### src/rtl/fr_pkg.sv
package fr_pkg;

  typedef logic [2:0] rgb_t;  // {red, grn, blu}

  function automatic rgb_t pal_rgb(input logic [2:0] code);
    rgb_t c;
    case (code)
      3'd0:    c = 3'b000;
      3'd1:    c = 3'b100;
      3'd2:    c = 3'b010;
      3'd3:    c = 3'b001;
      3'd4:    c = 3'b110;
      3'd5:    c = 3'b011;
      3'd6:    c = 3'b101;
      default: c = 3'b111;
    endcase
    return c;
  endfunction

endpackage

### src/rtl/fr_pwm_div.sv
module fr_pwm_div #(
  parameter int DIV_W = 3
) (
  input  logic             clk,
  input  logic             rst,
  output logic [DIV_W-1:0] div
);

  always_ff @(posedge clk) begin
    if (rst) div <= '0;
    else     div <= div + 1'b1;
  end

  // free-running, one step per clock
  a_r10_div_steps: assert property (@(posedge clk) disable iff (rst)
    1'b1 |=> div == $past(div) + 1'b1)
    else $error("divider did not step");

endmodule

### src/rtl/fr_addr_gen.sv
module fr_addr_gen #(
  parameter int COLS      = 10,
  parameter int ROWS      = 20,
  parameter int CELL_LOG2 = 4,
  parameter int ORG_X     = 160,
  parameter int ORG_Y     = 80,
  parameter int COORD_W   = 10,
  parameter int COL_AW    = 5,
  parameter int ROW_AW    = 5
) (
  input  logic [COORD_W-1:0]       px_x,
  input  logic [COORD_W-1:0]       px_y,
  output logic                     hit,
  output logic                     on_edge,
  output logic [ROW_AW+COL_AW-1:0] addr
);

  localparam int FIELD_W = COLS << CELL_LOG2;
  localparam int FIELD_H = ROWS << CELL_LOG2;
  localparam int DXW     = CELL_LOG2 + COL_AW;
  localparam int DYW     = CELL_LOG2 + ROW_AW;

  logic [DXW-1:0]       dx;
  logic [DYW-1:0]       dy;
  logic [CELL_LOG2-1:0] lx, ly;
  logic                 in_x, in_y;

  assign in_x = (px_x >= COORD_W'(ORG_X)) && (px_x < COORD_W'(ORG_X + FIELD_W));
  assign in_y = (px_y >= COORD_W'(ORG_Y)) && (px_y < COORD_W'(ORG_Y + FIELD_H));
  assign hit  = in_x && in_y;

  assign dx = DXW'(px_x - COORD_W'(ORG_X));
  assign dy = DYW'(px_y - COORD_W'(ORG_Y));
  assign lx = dx[CELL_LOG2-1:0];
  assign ly = dy[CELL_LOG2-1:0];

  assign addr    = {dy[DYW-1:CELL_LOG2], dx[DXW-1:CELL_LOG2]};
  assign on_edge = (lx == '0) || (&lx) || (ly == '0) || (&ly);

  // an in-field address never names a cell beyond the grid
  always_comb begin
    if (hit) begin
      a_r3_col_in_range: assert (addr[COL_AW-1:0] < COL_AW'(COLS))
        else $error("column out of range");
      a_r3_row_in_range: assert (addr[ROW_AW+COL_AW-1:COL_AW] < ROW_AW'(ROWS))
        else $error("row out of range");
    end
  end

endmodule

### src/rtl/fr_shader.sv
module fr_shader
  import fr_pkg::*;
#(
  parameter int DIV_W = 3
) (
  input  logic             act,
  input  logic             hit,
  input  logic             on_edge,
  input  logic [3:0]       word,
  input  logic [DIV_W-1:0] div,
  output rgb_t             rgb
);

  logic half_on, dim_on;
  rgb_t base;

  assign half_on = div[0];
  assign dim_on  = &div;
  assign base    = pal_rgb(word[2:0]);

  always_comb begin
    if (!act || !hit)   rgb = 3'b000;
    else if (word[3])   rgb = on_edge ? (base & {3{half_on}}) : base;
    else                rgb = on_edge ? {3{dim_on}} : 3'b000;
  end

endmodule

### src/rtl/field_renderer.sv
module field_renderer
  import fr_pkg::*;
#(
  parameter int COLS      = 10,
  parameter int ROWS      = 20,
  parameter int CELL_LOG2 = 4,
  parameter int ORG_X     = 160,
  parameter int ORG_Y     = 80,
  parameter int COORD_W   = 10,
  parameter int COL_AW    = 5,
  parameter int ROW_AW    = 5,
  parameter int DIV_W     = 3
) (
  input  logic                     clk,
  input  logic                     rst,
  input  logic                     pix_en,
  input  logic                     vid_act,
  input  logic [COORD_W-1:0]       px_x,
  input  logic [COORD_W-1:0]       px_y,
  output logic [ROW_AW+COL_AW-1:0] cell_addr,
  input  logic [3:0]               cell_word,
  output logic                     red,
  output logic                     grn,
  output logic                     blu
);

  logic             hit_c, edge_c;
  logic             st_act, st_hit, st_edge;
  logic [DIV_W-1:0] div;
  rgb_t             rgb_c, rgb_q;

  fr_addr_gen #(
    .COLS(COLS), .ROWS(ROWS), .CELL_LOG2(CELL_LOG2),
    .ORG_X(ORG_X), .ORG_Y(ORG_Y), .COORD_W(COORD_W),
    .COL_AW(COL_AW), .ROW_AW(ROW_AW)
  ) u_addr (
    .px_x(px_x), .px_y(px_y),
    .hit(hit_c), .on_edge(edge_c), .addr(cell_addr)
  );

  fr_pwm_div #(.DIV_W(DIV_W)) u_div (
    .clk(clk), .rst(rst), .div(div)
  );

  // stage 1: pixel attributes aligned with the RAM read data
  always_ff @(posedge clk) begin
    if (rst) begin
      st_act  <= 1'b0;
      st_hit  <= 1'b0;
      st_edge <= 1'b0;
    end else if (pix_en) begin
      st_act  <= vid_act;
      st_hit  <= hit_c;
      st_edge <= edge_c;
    end
  end

  fr_shader #(.DIV_W(DIV_W)) u_shade (
    .act(st_act), .hit(st_hit), .on_edge(st_edge),
    .word(cell_word), .div(div), .rgb(rgb_c)
  );

  // stage 2: registered colour, refreshed every clock for the duty gating
  always_ff @(posedge clk) begin
    if (rst) rgb_q <= 3'b000;
    else     rgb_q <= rgb_c;
  end

  assign {red, grn, blu} = rgb_q;

  // blanked pixel yields black on the following clock
  a_r2_dark_when_idle: assert property (@(posedge clk) disable iff (rst)
    !st_act |=> rgb_q == 3'b000)
    else $error("blanked pixel not black");

  // pixel outside the field yields black
  a_r4_dark_outside: assert property (@(posedge clk) disable iff (rst)
    !st_hit |=> rgb_q == 3'b000)
    else $error("out-of-field pixel not black");

  // occupied interior pixel shows its palette colour
  a_r5_full_colour: assert property (@(posedge clk) disable iff (rst)
    (st_act && st_hit && cell_word[3] && !st_edge) |=> rgb_q == pal_rgb($past(cell_word[2:0])))
    else $error("interior colour wrong");

  // occupied edge pixel is dark while the half-rate bit is low
  a_r6_edge_half: assert property (@(posedge clk) disable iff (rst)
    (st_act && st_hit && cell_word[3] && st_edge && !div[0]) |=> rgb_q == 3'b000)
    else $error("edge pixel lit in off phase");

  // pipeline holds while the pixel enable is low
  a_r9_hold: assert property (@(posedge clk) disable iff (rst)
    !pix_en |=> $stable({st_act, st_hit, st_edge}))
    else $error("stage changed without pixel enable");

endmodule

### config.mk
export PLATFORM = sky130hd
export DESIGN_NAME = field_renderer
export DESIGN_NICKNAME = d
export VERILOG_FILES = /design/src/rtl/fr_pkg.sv /design/src/rtl/fr_pwm_div.sv /design/src/rtl/fr_addr_gen.sv /design/src/rtl/fr_shader.sv /design/src/rtl/field_renderer.sv
export SDC_FILE = /design/constraint.sdc
export NUM_CORES = 1
export LEC_CHECK = 0
export ABC_AREA = 1
export CORE_MARGIN = 3
export CORE_UTILIZATION = 39
export CTS_BUF_LIST = sky130_fd_sc_hd__clkbuf_4
export DETAILED_ROUTE_END_ITERATION = 7
export HOLD_SLACK_MARGIN = 0.15
export PLACE_DENSITY = 0.86
export SETUP_SLACK_MARGIN = 0.5
export SYNTH_ARGS = -nofsm -noshare
export SYNTH_HDL_FRONTEND = slang
export SYNTH_SLANG_ARGS = --single-unit
### constraint.sdc
create_clock -name clk -period 1.9 [get_ports clk]
set_input_delay 0.19 -clock clk [delete_from_list [all_inputs] [get_ports clk]]
set_output_delay 0.19 -clock clk [all_outputs]
set_load 0.01 [all_outputs]
==> reports/metrics.csv <==
stage,metric,value,unit
grt,antenna_found_initial,0,
logic_synthesis,syn-cell-area,632,um2
setup_path,cp_slowest_cell,clkdlybuf4s50_1,
logic_synthesis,synth_top_cells_by_count,"18 x inv_1, 15 x nand2_1, 14 x nor2_1",
logic_synthesis,yosysWarnings,0,
place,gp_congestion,0.726,
logic_synthesis,synthDistinctLibCells,17,
timing,setup_viol,0,
clock_network,cts_sinks,9,
setup_path,rrSetupSlack,0.91,ns
final_layout,drive_gt1_frac,0.189,
setup_path,rr_worst_depth,4,
final_layout,fin_nets,177,
grt,overflow,0,
timing,min_period,1.37,ns
timing,tightestPinTransition,0.221,ns
grt,grt_max_degree,6,
clock_network,root_buffer,clkbuf_4,
timing,period_share,0.724,
clock_network,htreeDepth,1,
timing,whs,0.369,ns
drt,via_count,757,
setup_path,crit_path_cell_trace,clkdlybuf4s50_1 > inv_2 > ha_2 > xnor2_2 > buf_2,
logic_synthesis,synth_top_cell_by_area,dfxtp_1,
setup_path,critPathLaunchType,primary input,
clock_network,path_clk_slew,0.06,ns
final_layout,antenna_cells,0,
timing,clock.fmax,0.727,GHz
setup_path,worstPathArrival,1.18,ns
floorplanning,io-pin-count,41,
setup_path,crit_family,buffers and inverters,
clock_network,tritoncts,built,
timing,slew_violations,0,
drt,finalWirelength,1.69,mm
grt,grtUsageTotal,0.163,
final_layout,areaGrowthSynthToFinish,71.1,%
power,total_power,0.532,mW
logic_synthesis,synthArstFlopShare,0,
place,numPortBuffers,38,
clock_network,clk_latency,0.26,ns
grt,grt_pass1_vias,742,
floorplanning,die_h,46.3,um
setup_path,crit_path_max_incr_delay,0.47,ns
logic_synthesis,ys_top_cells_by_area,"dfxtp_1 29%, inv_1 11%, ha_1 9.9%",
drt,post-route-drc-count,0,
floorplanning,dieArea,2140,um2
status,status,"finished, final reports clean",
timing,slew_headroom,0.852,
setup_path,path_buf_inv,3,
setup_path,worstSetupStartpoint,px_x[5],
place,hpwl,1.46,mm
logic_synthesis,synth_seq_cells,9,
setup_path,cp.required,1.71,ns
setup_path,criticalPathCategory,primary input to primary output,
power,pwr_density_cell,492,nW/um2
min_path,hold_class,primary input to flop,
setup_path,worst_setup_path_end_kind,primary output,
timing,rsz0062_at_grt,yes,
job,cap_violations,0,
power,ir_worst_vdd,0.386,mV
clock_network,hold_buffers,0,
setup_path,reg2reg_to,rgb_q[1],
logic_synthesis,synth_top_area_frac,0.285,
min_path,holdPathStages,6,
setup_path,reg2reg_from,u_div.div[0],
timing,hold_viol,0,
logic_synthesis,ys_seq_area_frac,0.285,
floorplanning,initial_utilization,0.447,
clock_network,numCtsBuffers,3,
drt,first_pass_iters,4,
floorplanning,core-area,1420,um2
final_layout,fin_util,0.764,
power,leakagePower,0.556,nW
floorplanning,core.rowCount,13,
drt,routedWlPerCell,10.7,um
drt,vias_per_cell,4.79,
drt,drt_iter0_drc,6,
final_layout,stdcell_count,158,
logic_synthesis,syn_inst,97,
grt,grt_first_pass_wirelength,2.54,mm
place,dpl.cell_count,152,
clock_network,clockBufferDepth,2,
logic_synthesis,ys.flop_type,dfxtp_1,
logic_synthesis,syn_nets,130,
logic_synthesis,synth_edf_count,0,
setup_path,crit_end,cell_addr[3],
drt,drtAntennaViolNets,0,
setup_path,cp_max_fo,3,
logic_synthesis,synth.most_common_cell,inv_1,
timing,fin_worst_skew,0.00632,ns
setup_path,cp_num_cells,5,
floorplanning,die_x,46.3,um
logic_synthesis,synth.avg_cell_area,6.51,um2
[report_power, final]
group / switching [mW] / internal (mW)
Combinational: 0.0779 / 0.0965
Sequential: 0.00425 / 0.198
Clock: 0.0607 / 0.0948
Total: 0.143 / 0.389
[worst min-delay path by stage]
stage	start	end	slack [ns]
detailed placement	px_x[4]	cell_addr[0]	0.38
floorplan	rst	u_div.div[0]	0.26
global route	px_x[4]	cell_addr[0]	0.38
CTS	px_x[4]	cell_addr[0]	0.38
global placement	px_x[4]	cell_addr[0]	0.38
finish	px_x[6]	st_hit	0.37
[repair_timing]
item | in CTS | in global routing
endpoints found under the setup margin | 9 | 5
hold endpoints to repair | 0 | 0
pin swaps | 3 | 3
resized for setup | 30 | 8
setup buffers | 1 | 1
[cells by family after synthesis]
group / synth area share
AOI/OAI and AO/OA: 0.137
xor gates and xnor gates: 0.0693
adders and majority gates: 0.0990
buffers and inverters: 0.137
DFF: 0.285
and+or+nand+nor: 0.273
[metrics by stage]
| step | area [um2] | setup TNS, ns | setup slack, ns |
|---|---|---|---|
| floorplan | 632 | 0 | 0.810 |
| global placement | 1050 | -0.141 | -0.0864 |
| detailed placement | 1050 | -0.230 | -0.140 |
| CTS | 1050 | 0 | 0.488 |
| global route | 1080 | 0 | 0.485 |
| finish | 1080 | 0 | 0.525 |
[final cells by class]
| class | count | area, um2 |
|---|---|---|
| fillers | 113 | 334 |
| multi-input cells | 66 | 378 |
| repair buffers | 43 | 395 |
| flip-flops and latches | 9 | 180 |
| clock buffers | 4 | 30.0 |
| inverters | 21 | 78.8 |
| well taps | 15 | 18.8 |
[flip-flops by register name (all words and copies together) (netlist names)]
signal and flops:
rgb_q 3, st_act 1, st_edge 1, st_hit 1
u_div.div 3
[worst reg2reg max path, stage by stage, from the launching register on]
cell and delay, ns:
dfxtp_1 0.32, ha_1 0.20, ha_1 0.17, nand3_1 0.11, a21oi_1 0.08
[layer usage]
layer | track usage | share of wire
met1 | 0.128 | 0.34
met2 | 0.357 | 0.58
met3 | 0.0586 | 0.079
met4 | 0.0341 | 0
met5 | 0 | 0
[layout by cell type (no fill, tap or decap)]
| cell | instances |
|---|---|
| o21ai_1 | 4 |
| nand2_2 | 1 |
| clkdlybuf4s50_1 | 24 |
| xor2_1 | 3 |
| dfxtp_1 | 9 |
| nor2_1 | 14 |
| nand4_1 | 2 |
| nand2_1 | 15 |
| o21ai_2 | 2 |
| buf_4 | 5 |
| clkdlybuf4s15_1 | 2 |
| o21ai_0 | 4 |
| xnor2_2 | 1 |
| a21oi_1 | 4 |
| ha_2 | 2 |
| xnor2_1 | 1 |
| dlymetal6s2s_1 | 3 |
| ha_1 | 3 |
| clkbuf_4 | 4 |
| dlygate4sd2_1 | 4 |
| nand3_1 | 9 |
| inv_1 | 15 |
| a21oi_2 | 1 |
| inv_2 | 6 |
| buf_2 | 5 |
No activity file was read; power rests on OpenSTA's default activity.
